### config.mk
export PLATFORM = sky130hd
export DESIGN_NAME = irq_prio_core
export DESIGN_NICKNAME = d
export VERILOG_FILES = /design/src/rtl/irq_prio_pkg.sv /design/src/rtl/irq_prio_search.sv /design/src/rtl/irq_req_capture.sv /design/src/rtl/irq_service_ctl.sv /design/src/rtl/irq_prio_core.sv
export SDC_FILE = /design/constraint.sdc
export NUM_CORES = 1
export LEC_CHECK = 0
export ABC_AREA = 1
export BUFFER_PORTS_ARGS = -buffer_cell sky130_fd_sc_hd__buf_2
export CORE_ASPECT_RATIO = 0.75
export CORE_MARGIN = 1.5
export CORE_UTILIZATION = 62
export DETAILED_ROUTE_END_ITERATION = 6
export GPL_TIMING_DRIVEN = 0
export PLACE_DENSITY = 0.86
export SYNTH_ARGS = -nofsm -noshare
export SYNTH_HDL_FRONTEND = slang
export SYNTH_SLANG_ARGS = --single-unit
export TNS_END_PERCENT = 10
### constraint.sdc
create_clock -name clk -period 6.55 [get_ports clk]
set_input_delay 0.655 -clock clk [delete_from_list [all_inputs] [get_ports clk]]
set_output_delay 0.655 -clock clk [all_outputs]
set_load 0.1 [all_outputs]
### src/rtl/irq_prio_pkg.sv
package irq_prio_pkg;
    // Mode bits as written on mode_wdata_i (bit 3 down to bit 0)
    typedef struct packed {
        logic spec_nested;
        logic spec_mask;
        logic rot_on_aeoi;
        logic auto_eoi;
    } irq_mode_t;
endpackage

### src/rtl/irq_prio_search.sv
// Rotated lowest-index search over a line vector.
module irq_prio_search #(
    parameter int unsigned N_LINES = 8,
    localparam int unsigned IDX_W  = $clog2(N_LINES)
) (
    input  logic [N_LINES-1:0] vec_i,
    input  logic [IDX_W-1:0]   base_i,
    output logic [IDX_W:0]     rank_o,   // N_LINES when vec_i is empty
    output logic [IDX_W-1:0]   line_o
);
    logic [IDX_W-1:0] cand;

    always_comb begin
        rank_o = (IDX_W+1)'(N_LINES);
        line_o = '0;
        cand   = '0;
        for (int p = N_LINES - 1; p >= 0; p--) begin
            cand = IDX_W'(p) + base_i;
            if (vec_i[cand]) begin
                rank_o = (IDX_W+1)'(p);
                line_o = cand;
            end
        end
    end
endmodule

### src/rtl/irq_req_capture.sv
// Request register, stored previous levels and trigger modes.
module irq_req_capture #(
    parameter int unsigned          N_LINES    = 8,
    parameter logic [N_LINES-1:0]   TRIG_WMASK = 8'hFB,
    localparam int unsigned         IDX_W      = $clog2(N_LINES)
) (
    input  logic               clk,
    input  logic               rst_n,
    input  logic [N_LINES-1:0] req_i,
    input  logic               trig_we_i,
    input  logic [N_LINES-1:0] trig_wdata_i,
    input  logic               clr_en_i,
    input  logic [IDX_W-1:0]   clr_line_i,
    output logic [N_LINES-1:0] irr_o
);
    typedef struct packed {
        logic [N_LINES-1:0] irr;
        logic [N_LINES-1:0] prev;
        logic [N_LINES-1:0] trig;
    } cap_state_t;

    cap_state_t st_d, st_q;

    always_comb begin
        st_d = st_q;
        if (trig_we_i) begin
            st_d.trig = trig_wdata_i & TRIG_WMASK;
        end
        for (int i = 0; i < N_LINES; i++) begin
            if (clr_en_i && (clr_line_i == IDX_W'(i)) && !st_q.trig[i]) begin
                st_d.irr[i] = 1'b0;
            end
            if (st_q.trig[i]) begin
                st_d.irr[i] = req_i[i];
            end else if (req_i[i] && !st_q.prev[i]) begin
                st_d.irr[i] = 1'b1;
            end
            st_d.prev[i] = req_i[i];
        end
    end

    always_ff @(posedge clk) begin
        if (!rst_n) begin
            st_q <= '0;
        end else begin
            st_q <= st_d;
        end
    end

    assign irr_o = st_q.irr;

    for (genvar g = 0; g < N_LINES; g++) begin : g_line_chk
        // level lines copy the sampled input
        p_level_follow_r6: assert property (@(posedge clk) disable iff (!rst_n)
            $past(st_q.trig[g]) |-> (st_q.irr[g] == $past(req_i[g])));
        // an edge line only rises on a fresh rising input
        p_edge_rise_r7: assert property (@(posedge clk) disable iff (!rst_n)
            ($rose(st_q.irr[g]) && !$past(st_q.trig[g])) |-> $past(req_i[g] && !st_q.prev[g]));
        // bits outside the writable set never become level
        p_trig_mask_r11: assert property (@(posedge clk) disable iff (!rst_n)
            !TRIG_WMASK[g] |-> !st_q.trig[g]);
    end
endmodule

### src/rtl/irq_service_ctl.sv
// In-service register, rotation base, INT decision and acknowledge handling.
module irq_service_ctl
    import irq_prio_pkg::*;
#(
    parameter int unsigned N_LINES      = 8,
    parameter bit          IS_MASTER    = 1'b1,
    parameter int unsigned CASCADE_LINE = 2,
    localparam int unsigned IDX_W       = $clog2(N_LINES)
) (
    input  logic               clk,
    input  logic               rst_n,
    input  logic [N_LINES-1:0] irr_i,
    input  logic [N_LINES-1:0] imr_i,
    input  irq_mode_t          mode_i,
    input  logic               ack_i,
    input  logic               base_we_i,
    input  logic [IDX_W-1:0]   base_wdata_i,
    input  logic               eoi_we_i,
    input  logic [IDX_W-1:0]   eoi_line_i,
    output logic               int_o,
    output logic [IDX_W-1:0]   line_o
);
    typedef struct packed {
        logic [N_LINES-1:0] isr;
        logic [IDX_W-1:0]   rot;
        logic               int_r;
        logic [IDX_W-1:0]   line;
    } svc_state_t;

    svc_state_t st_d, st_q;

    logic [N_LINES-1:0] pend_vec, isr_view;
    logic [IDX_W:0]     pend_rank, svc_rank;
    logic [IDX_W-1:0]   pend_line, svc_line;
    logic               take;

    always_comb begin
        pend_vec = irr_i & ~imr_i;
        isr_view = st_q.isr;
        if (mode_i.spec_mask) begin
            isr_view = isr_view & ~imr_i;
        end
        if (IS_MASTER && mode_i.spec_nested) begin
            isr_view[CASCADE_LINE] = 1'b0;
        end
    end

    irq_prio_search #(.N_LINES(N_LINES)) u_pend_search (
        .vec_i  (pend_vec),
        .base_i (st_q.rot),
        .rank_o (pend_rank),
        .line_o (pend_line)
    );

    irq_prio_search #(.N_LINES(N_LINES)) u_svc_search (
        .vec_i  (isr_view),
        .base_i (st_q.rot),
        .rank_o (svc_rank),
        .line_o (svc_line)
    );

    assign take = ack_i && st_q.int_r;

    always_comb begin
        st_d       = st_q;
        st_d.int_r = (pend_rank < svc_rank);
        st_d.line  = st_d.int_r ? pend_line : '0;
        if (base_we_i) begin
            st_d.rot = base_wdata_i;
        end
        if (take) begin
            if (mode_i.auto_eoi) begin
                if (mode_i.rot_on_aeoi) begin
                    st_d.rot = st_q.line + 1'b1;
                end
            end else begin
                st_d.isr[st_q.line] = 1'b1;
            end
        end
        if (eoi_we_i) begin
            st_d.isr[eoi_line_i] = 1'b0;
        end
    end

    always_ff @(posedge clk) begin
        if (!rst_n) begin
            st_q <= '0;
        end else begin
            st_q <= st_d;
        end
    end

    assign int_o  = st_q.int_r;
    assign line_o = st_q.line;

    logic unused_svc;
    assign unused_svc = ^svc_line;

    // a plain acknowledge puts the granted line in service
    p_ack_isr_r8: assert property (@(posedge clk) disable iff (!rst_n)
        (take && !mode_i.auto_eoi && !eoi_we_i) |=> st_q.isr[$past(st_q.line)]);
    // acknowledge without a grant leaves service state alone
    p_ack_idle_r8: assert property (@(posedge clk) disable iff (!rst_n)
        (ack_i && !st_q.int_r && !eoi_we_i) |=> $stable(st_q.isr));
    // automatic end-of-interrupt never fills the in-service set
    p_aeoi_isr_r9: assert property (@(posedge clk) disable iff (!rst_n)
        (take && mode_i.auto_eoi && !eoi_we_i) |=> $stable(st_q.isr));
    // rotation follows the retired line
    p_aeoi_rot_r9: assert property (@(posedge clk) disable iff (!rst_n)
        (take && mode_i.auto_eoi && mode_i.rot_on_aeoi) |=> (st_q.rot == IDX_W'($past(st_q.line) + 1'b1)));
    // grant line is 0 while INT is low
    p_idle_line_r2: assert property (@(posedge clk) disable iff (!rst_n)
        !int_o |-> (line_o == '0));
endmodule

### src/rtl/irq_prio_core.sv
// Top: mask and mode registers plus the capture and service stages.
module irq_prio_core
    import irq_prio_pkg::*;
#(
    parameter int unsigned          N_LINES      = 8,
    parameter logic [N_LINES-1:0]   TRIG_WMASK   = 8'hFB,
    parameter bit                   IS_MASTER    = 1'b1,
    parameter int unsigned          CASCADE_LINE = 2,
    localparam int unsigned         IDX_W        = $clog2(N_LINES),
    localparam int unsigned         MODE_W       = $bits(irq_mode_t)
) (
    input  logic               clk,
    input  logic               rst_n,
    input  logic [N_LINES-1:0] req_i,
    input  logic               mask_we_i,
    input  logic [N_LINES-1:0] mask_wdata_i,
    input  logic               trig_we_i,
    input  logic [N_LINES-1:0] trig_wdata_i,
    input  logic               mode_we_i,
    input  logic [MODE_W-1:0]  mode_wdata_i,
    input  logic               base_we_i,
    input  logic [IDX_W-1:0]   base_wdata_i,
    input  logic               eoi_we_i,
    input  logic [IDX_W-1:0]   eoi_line_i,
    input  logic               ack_i,
    output logic               int_o,
    output logic [IDX_W-1:0]   grant_line_o
);
    typedef struct packed {
        logic [N_LINES-1:0] imr;
        irq_mode_t          mode;
    } cfg_state_t;

    cfg_state_t cfg_d, cfg_q;
    logic [N_LINES-1:0] irr_w;

    always_comb begin
        cfg_d = cfg_q;
        if (mask_we_i) begin
            cfg_d.imr = mask_wdata_i;
        end
        if (mode_we_i) begin
            cfg_d.mode = irq_mode_t'(mode_wdata_i);
        end
    end

    always_ff @(posedge clk) begin
        if (!rst_n) begin
            cfg_q <= '0;
        end else begin
            cfg_q <= cfg_d;
        end
    end

    irq_req_capture #(
        .N_LINES    (N_LINES),
        .TRIG_WMASK (TRIG_WMASK)
    ) u_capture (
        .clk          (clk),
        .rst_n        (rst_n),
        .req_i        (req_i),
        .trig_we_i    (trig_we_i),
        .trig_wdata_i (trig_wdata_i),
        .clr_en_i     (ack_i && int_o),
        .clr_line_i   (grant_line_o),
        .irr_o        (irr_w)
    );

    irq_service_ctl #(
        .N_LINES      (N_LINES),
        .IS_MASTER    (IS_MASTER),
        .CASCADE_LINE (CASCADE_LINE)
    ) u_service (
        .clk          (clk),
        .rst_n        (rst_n),
        .irr_i        (irr_w),
        .imr_i        (cfg_q.imr),
        .mode_i       (cfg_q.mode),
        .ack_i        (ack_i),
        .base_we_i    (base_we_i),
        .base_wdata_i (base_wdata_i),
        .eoi_we_i     (eoi_we_i),
        .eoi_line_i   (eoi_line_i),
        .int_o        (int_o),
        .line_o       (grant_line_o)
    );

    // a granted line was pending and unmasked one cycle earlier
    p_grant_pending_r2: assert property (@(posedge clk) disable iff (!rst_n)
        int_o |-> ((($past(irr_w) & ~$past(cfg_q.imr)) & (N_LINES'(1) << grant_line_o)) != '0));
    // with nothing pending there is no interrupt on the next cycle
    p_no_pend_no_int_r3: assert property (@(posedge clk) disable iff (!rst_n)
        ((irr_w & ~cfg_q.imr) == '0) |=> !int_o);
endmodule

==> results of run 1 <==
## power by group
group	internal, mW	total [mW]	switching (mW)
Clock	0.114	0.222	0.108
Sequential	0.333	0.370	0.0364
Combinational	0.123	0.399	0.276
## flip-flops by register name, indices dropped and copies added, names as in the netlist
| register | flops |
|---|---|
| u_service.int_o | 1 |
| u_capture.irr_o | 8 |
| u_service.st_q | 11 |
| u_service.line_o | 3 |
| cfg_q | 12 |
| u_capture.st_q | 15 |
## worst max path at each step
stage,from,end,slack [ns],depth (start not counted)
2_1_floorplan,u_service.st_q[4]$_SDFF_PN0_,u_service.line_o[0]$_SDFF_PN0_,3.97,17
3_3_place_gp,u_service.st_q[4]$_SDFF_PN0_,u_service.line_o[0]$_SDFF_PN0_,3.50,19
3_5_place_dp,u_service.st_q[4]$_SDFF_PN0_,u_service.line_o[1]$_SDFF_PN0_,3.44,19
4_1_cts,u_service.st_q[4]$_SDFF_PN0_,u_service.line_o[1]$_SDFF_PN0_,3.40,19
5_1_grt,u_service.st_q[4]$_SDFF_PN0_,u_service.line_o[1]$_SDFF_PN0_,3.01,19
6_report,u_service.st_q[4]$_SDFF_PN0_,u_service.line_o[1]$_SDFF_PN0_,3.36,19
## cell type report
cell class / instances / area, um2 / area share
multi-input combinational: 335 / 1750 / 0.490
sequential: 50 / 1000 / 0.281
inverter: 76 / 288 / 0.0808
timing repair buffer: 44 / 220 / 0.0618
buffer: 16 / 121 / 0.0341
tap: 60 / 75.1 / 0.0211
clock buffer: 6 / 72.6 / 0.0204
clock inverter: 2 / 37.5 / 0.0105
## placed cells by master (no fill, tap or decap), drive strengths merged, types with 10 or more instances in the layout
cell / netlist / layout
a21oi: 17 / 17
o21ai: 45 / 45
dfxtp: 50 / 50
inv: 75 / 75
nand2: 88 / 88
clkbuf: 4 / 10
nor2: 55 / 55
ha: 11 / 11
buf: 12 / 56
nand3: 70 / 70
## routing by layer
metal / GRT usage / vias to the layer above / share of wire
met4: 0.0585 / 0 / 0.011
met1: 0.500 / 1561 / 0.47
met2: 0.559 / 157 / 0.43
met5: 0 / - / 0
met3: 0.0726 / 15 / 0.091
li1: - / 1672 / -
## through the flow
stage / hold slack, ns / instances / worst slack (ns) / power [mW]
2_1_floorplan: 0.408 / 477 / 3.97 / 0.665
3_3_place_gp: 0.418 / 581 / 3.50 / 0.755
3_5_place_dp: 0.429 / 581 / 3.44 / 0.765
4_1_cts: 0.441 / 589 / 3.40 / 0.980
5_1_grt: 0.452 / 589 / 3.01 / 1.06
6_report: 0.443 / 589 / 3.36 / 0.991
## Yosys cell counts, drive strengths merged
master | instances | area, um2
o21a | 3 | 22.5
nand4 | 3 | 18.8
nand3 | 70 | 360
nand2 | 88 | 335
o41ai | 7 | 61.3
a211oi | 3 | 22.5
ha | 11 | 138
nor3 | 5 | 25.0
xor2 | 2 | 43.8
a31oi | 8 | 50.1
nand3b | 1 | 7.51
clkbuf | 4 | 25.0
and2 | 1 | 6.26
o211ai | 3 | 22.5
o22ai | 1 | 6.26
inv | 75 | 284
o21ai | 45 | 236
or2 | 1 | 6.26
xnor2 | 1 | 16.3
nor2 | 55 | 206
a21oi | 17 | 85.1
nor4 | 6 | 37.5
clkinv | 1 | 3.75
a21boi | 2 | 15.0
buf | 12 | 96.3
dfxtp | 50 | 1000
o221a | 2 | 22.5
## cell families after synthesis
kind of cell               Yosys count
DFF                                 50
buffers and inverters               92
AOI/OAI and AO/OA                   91
adders and majority gates           11
and+or+nand+nor                    230
xor gates and xnor gates             3
==> results.sh, run 1 <==
export IMPL_hp_start="u_capture.st_q[10]$_SDFF_PN0_"
export IMPL_cts_max_level=2
export IMPL_dp_hpwl_mm=6.93
export IMPL_yosysUniqueCellTypes=38
export IMPL_numCtsBuffers=5
export IMPL_first_global_vias=3198
export IMPL_dpl_cell_area_mm2=0.00345
export IMPL_regToRegSetupSlack_ns=3.36
export IMPL_clk_insertion_delay_late_ns=0.31
export IMPL_timing_slew_headroom=0.612
export IMPL_worstPathCellList="buf_6, inv_4, buf_6, ha_1, buf_2, nand3_1, nand2_1, inv_1, o21ai_4, inv_1, nor2_1, o21ai_0, a21boi_0, ha_1, nand2_1, nand2_1, nand2_1, nand2_2, nor2_1"
export IMPL_drt_total_wl_mm=8.78
export IMPL_floorplan_initialDensity=0.644
export IMPL_timing_critical_path_max_delay_family="buffers and inverters"
export IMPL_synth_net_count=530
export IMPL_cts_resized=0
export IMPL_die_w_um=85.4
export IMPL_nets=581
export IMPL_number_of_warning_messages_in_the_yosys_log=0
export IMPL_grt_remaining_overflow=0
export IMPL_rows=22
export IMPL_timing_hold_worst_path_depth=1
export IMPL_clock_skew_final_ns=0.00881
export IMPL_cts_hold_buffers_added=0
export IMPL_detail_route_drc_violations=2
export IMPL_largest_family_of_logic_cells_by_synthesized_area="simple AND/OR/NAND/NOR gates"
export IMPL_cts_tree="built"
export IMPL_synth_fa_ha_area_frac=0.0436
export IMPL_clock_tree_root_cell="sky130_fd_sc_hd__clkbuf_8"
export IMPL_first_pass_iters=7
export IMPL_synthesis_instances=477
export IMPL_startpoint_type="flip-flop"
export IMPL_clk_pin_slew_worst_paths_ns=0.10
export IMPL_dieHeight_um=64.8
export IMPL_final_util=0.727
export IMPL_fillerInstances=400
export IMPL_boundaryPins=46
export IMPL_powerDensity_mw_per_mm2=278
export IMPL_leakagePower_nw=1.76
export IMPL_gpl_final_weighted_congestion=0.948
export IMPL_report_final_setup_viol=0
export IMPL_setup_worst_path_class="flip-flop to flip-flop"
export IMPL_grt_pass1_wl_mm=15.2
export IMPL_synth_xor_area_frac=0.0190
export IMPL_final_min_period_over_clock_period=0.487
export IMPL_wl_per_cell_um=14.9
export IMPL_rsz0062_at_grt="false"
export IMPL_synth_area_mux_share=0
export IMPL_grt_start_max_net_pins=16
export IMPL_port_buffers=44
export IMPL_layout_area_overhead_vs_synth_pct=12.8
export IMPL_synth_compound_gate_area_share=0.172
export IMPL_period_minus_slack_ns=3.19
export IMPL_synth_simple_gate_area_share=0.318
export IMPL_post_cts_repair_setup_buffers=0
export IMPL_critPathMaxStageDelay_ns=0.38
export IMPL_synth_sequential_area_ratio=0.317
export IMPL_diodes=0
export IMPL_dieArea_mm2=0.00553
export IMPL_dr_total_vias=3405
export IMPL_hold_viol=0
export IMPL_critical_path_top_cell_by_count="sky130_fd_sc_hd__nand2_1"
export IMPL_worst_endpoint_arrival_ns=3.43
export IMPL_share_of_final_layout_standard_cells_stronger_than_drive_strength_1=0.144
export IMPL_violations="design-rule violations"
export IMPL_detailedRoute_firstIterationViolations=359
export IMPL_crit_required_ns=6.79
export IMPL_min_path_type="flip-flop to flip-flop"
export IMPL_route_antenna_remaining_nets=0
export IMPL_maxCapViolCount=0
export IMPL_ir_worst_vdd_v=0.000233
export IMPL_core_area_mm2=0.00490
export IMPL_synth_ff_latch_count=50
export IMPL_final_setup_tns_ns=0
export IMPL_crit_slowest_cell="sky130_fd_sc_hd__dfxtp_1"
export IMPL_groute_usage_overall=0.351
export IMPL_slew_at_the_pin_with_the_worst_max_slew_slack_ns=0.582
export IMPL_cp_end_kind="flip-flop"
export IMPL_stdcell_area_mm2=0.00356
export IMPL_clock_sink_count=50
export IMPL_fmax_mhz=313
export IMPL_final_max_slew_viol_count=0
export IMPL_rr_endpoint="u_service.line_o[1]$_SDFF_PN0_"
export IMPL_grt_antenna_before_repair=0
export IMPL_clock_path_buffers=2
export IMPL_critical_path_max_fanout=10
export IMPL_crit_reg2reg_launch="u_service.st_q[4]$_SDFF_PN0_"
export IMPL_netlist_area_mm2=0.00316
export IMPL_synth_area_per_cell_um2=6.62
export IMPL_r2r_worst_path_cells=19
export IMPL_hold_path_endpoint="u_capture.irr_o[2]$_SDFFE_PN0P_"
export IMPL_vias_per_cell=5.78
export IMPL_path_buf_inv=6
export IMPL_run_status="finished, violations left"
No activity file was read; power rests on OpenSTA's default activity.
==> run 2: changes to the inputs <==
CORE_UTILIZATION = 57   (was 62)
PLACE_DENSITY = 0.8   (was 0.86)
clock period = 3.2 ns   (was 6.55 ns; I/O delays follow)
==> run 2 against run 1 <==
Sequential cell count unchanged. Die area is 8.4% higher. Largest cell class unchanged. Clock skew is 0.0010 ns lower. Fmax rose by 6.1%. Highest routed layer unchanged. Setup slack got worse by 3.2 ns. The run now ends clean.
==> results.sh, run 2 (same netlist as run 1, synthesis figures left out) <==
export IMPL_run_status="completed"
export IMPL_final_util=0.688
export IMPL_min_path_type="input pin to flip-flop"
export IMPL_critPathMaxStageDelay_ns=0.36
export IMPL_drt_total_wl_mm=8.67
export IMPL_switching_share=0.414
export IMPL_dieHeight_um=67.4
export IMPL_final_min_period_over_clock_period=0.940
export IMPL_clk_insertion_delay_late_ns=0.31
export IMPL_gpl_final_weighted_congestion=0.906
export IMPL_grt_pass1_wl_mm=14.1
export IMPL_first_pass_iters=6
export IMPL_floorplan_initialDensity=0.590
export IMPL_leakagePower_nw=1.80
export IMPL_grt_remaining_overflow=0
export IMPL_cp_end_kind="flip-flop"
export IMPL_dieArea_mm2=0.00600
export IMPL_die_w_um=88.9
export IMPL_critical_path_max_fanout=10
export IMPL_mostFrequentLayoutCell="sky130_fd_sc_hd__nand2_1"
export IMPL_setup_slack_after_placement_ns=0.106
export IMPL_final_cell_mix="sky130_fd_sc_hd__nand2_1 (86), sky130_fd_sc_hd__inv_1 (71), sky130_fd_sc_hd__nand3_1 (68), sky130_fd_sc_hd__nor2_1 (51), sky130_fd_sc_hd__dfxtp_1 (48)"
export IMPL_detail_route_drc_violations=0
export IMPL_intPower_mw=1.21
export IMPL_dr_total_vias=3414
export IMPL_path_buf_inv=7
export IMPL_crit_required_ns=3.45
export IMPL_largestRegisters="u_capture.st_q (15), cfg_q (12), u_service.st_q (11)"
export IMPL_share_of_final_layout_standard_cells_stronger_than_drive_strength_1=0.172
export IMPL_maxCapViolCount=0
export IMPL_power_combinational_fraction=0.407
export IMPL_powerDensity_mw_per_mm2=563
export IMPL_share_clk_of_total_power=0.230
export IMPL_clock_tree_root_cell="sky130_fd_sc_hd__clkbuf_8"
export IMPL_diodes=0
export IMPL_grt_start_max_net_pins=17
export IMPL_rows=23
export IMPL_route_antenna_remaining_nets=0
export IMPL_dp_hpwl_mm=6.74
export IMPL_worstPathCellList="buf_6, inv_4, buf_6, ha_1, clkinvlp_4, buf_12, buf_4, nand3_1, nand2_1, inv_1, o21ai_0, nand2_1, nor2_1, nand2_1, ha_1, a211oi_2, nand2_2, nor2_1"
export IMPL_slew_at_the_pin_with_the_worst_max_slew_slack_ns=0.556
export IMPL_clock_skew_final_ns=0.00778
export IMPL_final_setup_tns_ns=0
export IMPL_timing_critical_path_max_delay_family="buffers and inverters"
export IMPL_port_buffers=44
export IMPL_groute_usage_overall=0.311
export IMPL_clock_path_buffers=2
export IMPL_vias_per_cell=5.61
export IMPL_grt_antenna_before_repair=0
export IMPL_layout_area_overhead_vs_synth_pct=16.7
export IMPL_wl_per_cell_um=14.2
export IMPL_hold_worst_slack_ns=0.196
export IMPL_critical_path_top_cell_by_count="sky130_fd_sc_hd__nand2_1"
export IMPL_period_minus_slack_ns=3.01
export IMPL_crit_slowest_cell="sky130_fd_sc_hd__dfxtp_2"
export IMPL_power_share_sequential=0.364
export IMPL_numCtsBuffers=5
export IMPL_clk_pin_slew_worst_paths_ns=0.09
export IMPL_cts_tree="built"
export IMPL_nets=586
export IMPL_report_final_setup_viol=0
export IMPL_largest_register_ffs=15
export IMPL_worst_endpoint_arrival_ns=3.26
export IMPL_first_global_vias=3140
export IMPL_final_max_slew_viol_count=0
export IMPL_worst_slack_ns=0.193
export IMPL_power_total_mw=2.07
export IMPL_rsz0062_at_grt="false"
export IMPL_cts_max_level=2
export IMPL_hold_viol=0
export IMPL_setup_worst_path_class="flip-flop to flip-flop"
export IMPL_switchingPower_mw=0.857
export IMPL_timing_slew_headroom=0.629
export IMPL_core_area_mm2=0.00535
export IMPL_startpoint_type="flip-flop"
export IMPL_cts_hold_buffers_added=0
export IMPL_fmax_mhz=333
export IMPL_boundaryPins=46
export IMPL_regMostFlops="u_capture.st_q"
export IMPL_clock_sink_count=50
export IMPL_detailedRoute_firstIterationViolations=299
export IMPL_ir_worst_vdd_v=0.000509
-- run 2: cell count changes in the layout (fill, tap and decap cells not counted), moves of 2 or more --
cell | previous run | this run
sky130_fd_sc_hd__dfxtp_1 | 50 | 48
sky130_fd_sc_hd__nor2_1 | 55 | 51
sky130_fd_sc_hd__nor2_2 | 0 | 3
sky130_fd_sc_hd__buf_4 | 3 | 6
sky130_fd_sc_hd__dfxtp_2 | 0 | 2
-- run 2: repair_timing --
| action | 4_1_cts | 5_1_grt |
|---|---|---|
| setup endpoints to repair | 0 | 4 |
| gates resized for setup | 0 | 15 |
| setup buffers | 0 | 5 |
-- run 2: metrics by stage --
step / cell area, um2 / std cells
2_1_floorplan: 3160 / 477
3_3_place_gp: 3470 / 596
3_5_place_dp: 3470 / 596
4_1_cts: 3590 / 604
5_1_grt: 3680 / 609
6_report: 3680 / 609
-- run 2: layout make-up --
class,count,area (um2)
Clock buffer,6,82.6
Fill cell,484,1670
Tap cell,75,93.8
Buffer,16,128
Inverter,76,292
Clock inverter,2,38.8
Sequential cell,50,1000
Multi-Input combinational cell,335,1780
Timing Repair Buffer,49,268
-- run 2: power by group through the flow --
stage	Clock, mW	Combinational [mW]	Sequential, mW
after floorplan	0	0.580	0.781
after global placement	0	0.770	0.763
after detailed placement	0	0.786	0.762
after CTS	0.477	0.792	0.750
after global routing	0.499	0.941	0.760
final	0.475	0.842	0.753
-- run 2: path summary, 6_finish.rpt --
kind                                                    start                         endpoint  slack [ns]  cells past startpoint
worst min-delay path                                 req_i[4]    u_capture.st_q[12]$_SDFF_PN0_        0.20                      3
worst min register to register  u_capture.st_q[10]$_SDFF_PN0_  u_capture.irr_o[2]$_SDFFE_PN0P_        0.44                      1
worst max register to register   u_service.st_q[4]$_SDFF_PN0_   u_service.line_o[0]$_SDFF_PN0_        0.19                     18
worst max-delay path             u_service.st_q[4]$_SDFF_PN0_   u_service.line_o[0]$_SDFF_PN0_        0.19                     18
-- run 2: worst min-delay path, cell delays in order --
cell                      delay [ns]
sky130_fd_sc_hd__buf_2          0.07
sky130_fd_sc_hd__nand2_1        0.04
sky130_fd_sc_hd__inv_1          0.05
-- run 2: routing by layer --
metal	global-route usage	wire length (um)	vias to the layer above	share of wire
li1	-	-	1685	-
met1	0.410	3930	1538	0.45
met2	0.495	3700	175	0.43
met3	0.0795	894	16	0.10
met4	0.105	142	0	0.016
met5	0	0	-	0
==> run 3: changes to the inputs <==
CORE_UTILIZATION = 40   (was 57)
PLACE_DENSITY = not set   (was 0.8)
==> run 3 against run 2 <==
Core utilization fell by 21 points. Critical path depth fell by 2. Wire length rose by 4.0%. Sequential cell count did not move. Via count fell by 4.7%. Largest cell class unchanged.
==> results.sh, run 3 (same netlist as run 1, synthesis figures left out) <==
export IMPL_grt_pass1_wl_mm=15.1
export IMPL_grt_antenna_before_repair=0
export IMPL_worst_slack_ns=0.269
export IMPL_maxCapViolCount=0
export IMPL_regToRegSetupSlack_ns=0.27
export IMPL_power_share_sequential=0.389
export IMPL_numCtsBuffers=5
export IMPL_share_clk_of_total_power=0.186
export IMPL_core_area_mm2=0.00750
export IMPL_power_combinational_fraction=0.424
export IMPL_clock_sink_count=50
export IMPL_cts_max_level=2
export IMPL_critPathMaxStageDelay_ns=0.38
export IMPL_nets=582
export IMPL_timing_slew_headroom=0.639
export IMPL_report_final_setup_viol=0
export IMPL_groute_usage_overall=0.230
export IMPL_hold_viol=0
export IMPL_leakagePower_nw=1.75
export IMPL_rows=27
export IMPL_post_cts_repair_setup_buffers=0
export IMPL_multi_input_comb_area_mm2=0.00177
export IMPL_share_of_final_layout_standard_cells_stronger_than_drive_strength_1=0.159
export IMPL_switchingPower_mw=0.843
export IMPL_drt_total_wl_mm=9.01
export IMPL_clock_skew_final_ns=0.00897
export IMPL_regMostFlops="u_capture.st_q"
export IMPL_worstPathCellList="buf_6, inv_4, buf_6, ha_2, buf_6, nand3_1, nand2_1, nor2_1, a31oi_1, nand2_1, nor3_1, nand2_1, ha_1, a211oi_2, nand2_2, nor2_1"
export IMPL_vias_per_cell=5.16
export IMPL_critical_path_max_fanout=10
export IMPL_route_antenna_remaining_nets=0
export IMPL_setup_slack_after_placement_ns=0.0976
export IMPL_clock_tree_root_cell="sky130_fd_sc_hd__clkbuf_8"
export IMPL_layout_area_overhead_vs_synth_pct=14.7
export IMPL_mostFrequentLayoutCell="sky130_fd_sc_hd__nand2_1"
export IMPL_detailedRoute_firstIterationViolations=223
export IMPL_first_pass_iters=5
export IMPL_hold_worst_slack_ns=0.199
export IMPL_dieArea_mm2=0.00844
export IMPL_fmax_mhz=341
export IMPL_first_global_vias=3084
export IMPL_cp_depth=16
export IMPL_largest_register_ffs=15
export IMPL_clk_pin_slew_worst_paths_ns=0.09
export IMPL_setup_worst_path_class="flip-flop to flip-flop"
export IMPL_clk_insertion_delay_late_ns=0.31
export IMPL_intPower_mw=1.09
export IMPL_min_path_type="input pin to flip-flop"
export IMPL_diodes=0
export IMPL_gpl_final_weighted_congestion=0.910
export IMPL_cts_tree="built"
export IMPL_final_max_slew_viol_count=0
export IMPL_boundaryPins=46
export IMPL_run_status="completed"
export IMPL_grt_remaining_overflow=0
export IMPL_floorplan_initialDensity=0.421
export IMPL_die_w_um=106
export IMPL_grt_start_max_net_pins=15
export IMPL_dieHeight_um=79.9
export IMPL_powerDensity_mw_per_mm2=535
export IMPL_cts_resized=0
export IMPL_period_minus_slack_ns=2.93
export IMPL_timing_critical_path_max_delay_family="simple AND/OR/NAND/NOR gates"
export IMPL_clock_path_buffers=2
export IMPL_cp_end_kind="flip-flop"
export IMPL_worst_endpoint_arrival_ns=3.18
export IMPL_crit_slowest_cell="sky130_fd_sc_hd__ha_2"
export IMPL_detail_route_drc_violations=0
export IMPL_final_min_period_over_clock_period=0.916
export IMPL_path_buf_inv=4
export IMPL_final_setup_tns_ns=0
export IMPL_slew_at_the_pin_with_the_worst_max_slew_slack_ns=0.541
export IMPL_final_util=0.483
export IMPL_dr_total_vias=3252
export IMPL_dp_hpwl_mm=7.19
export IMPL_final_cell_mix="sky130_fd_sc_hd__nand2_1 (86), sky130_fd_sc_hd__inv_1 (71), sky130_fd_sc_hd__nand3_1 (68), sky130_fd_sc_hd__nor2_1 (52), sky130_fd_sc_hd__dfxtp_1 (48)"
export IMPL_largestRegisters="u_capture.st_q (15), cfg_q (12), u_service.st_q (11)"
export IMPL_timing_hold_worst_path_depth=3
export IMPL_switching_share=0.435
export IMPL_wl_per_cell_um=14.3
export IMPL_crit_required_ns=3.45
export IMPL_rsz0062_at_grt="false"
export IMPL_port_buffers=44
export IMPL_startpoint_type="flip-flop"
export IMPL_ff_latch_area_mm2=0.00100
export IMPL_fillerInstances=800
export IMPL_r2r_worst_path_cells=16
export IMPL_cts_hold_buffers_added=0
export IMPL_ir_worst_vdd_v=0.000577
run 3: worst paths after layout:
| check | from | endpoint |
|---|---|---|
| max | u_service.st_q[4]$_SDFF_PN0_ | u_service.line_o[1]$_SDFF_PN0_ |
| min | req_i[4] | u_capture.st_q[12]$_SDFF_PN0_ |
| max reg2reg | u_service.st_q[4]$_SDFF_PN0_ | u_service.line_o[1]$_SDFF_PN0_ |
| min reg2reg | u_capture.st_q[10]$_SDFF_PN0_ | u_capture.irr_o[2]$_SDFFE_PN0P_ |
run 3: area by class of cell:
cell class | instances | area share
Clock buffer | 6 | 0.0200
Multi-Input combinational cell | 335 | 0.488
Timing Repair inverter | 1 | 0.00138
Tap cell | 101 | 0.0349
Clock inverter | 1 | 0.00207
Timing Repair Buffer | 44 | 0.0608
Inverter | 76 | 0.0805
Buffer | 16 | 0.0353
Sequential cell | 50 | 0.277
run 3: metrics by stage:
stage	instances	power, mW	cell area [um2]
after CTS	629	1.92	3580
after global placement	622	1.55	3500
after detailed placement	622	1.56	3500
final	630	1.94	3620
after floorplan	477	1.36	3160
after global routing	630	2.08	3620
run 3: worst min-delay path, delay by kind of cell:
family                 cells  cell delay [ns]
and+or+nand+nor            1             0.04
buffers and inverters      2             0.12
run 3: metal layers:
layer	wire, um	share of wire	up-vias	track usage
li1	-	-	1676	-
met1	4780	0.53	1469	0.339
met2	3610	0.40	98	0.346
met3	541	0.060	9	0.0400
met4	83	0.0092	0	0.0514
met5	0	0	-	0
run 3: power by group through the flow:
stage / Clock (mW) / Combinational [mW] / Sequential (mW)
CTS: 0.372 / 0.800 / 0.753
global placement: 0 / 0.785 / 0.768
detailed placement: 0 / 0.796 / 0.767
global route: 0.390 / 0.926 / 0.762
finish: 0.361 / 0.822 / 0.754
floorplan: 0 / 0.580 / 0.781
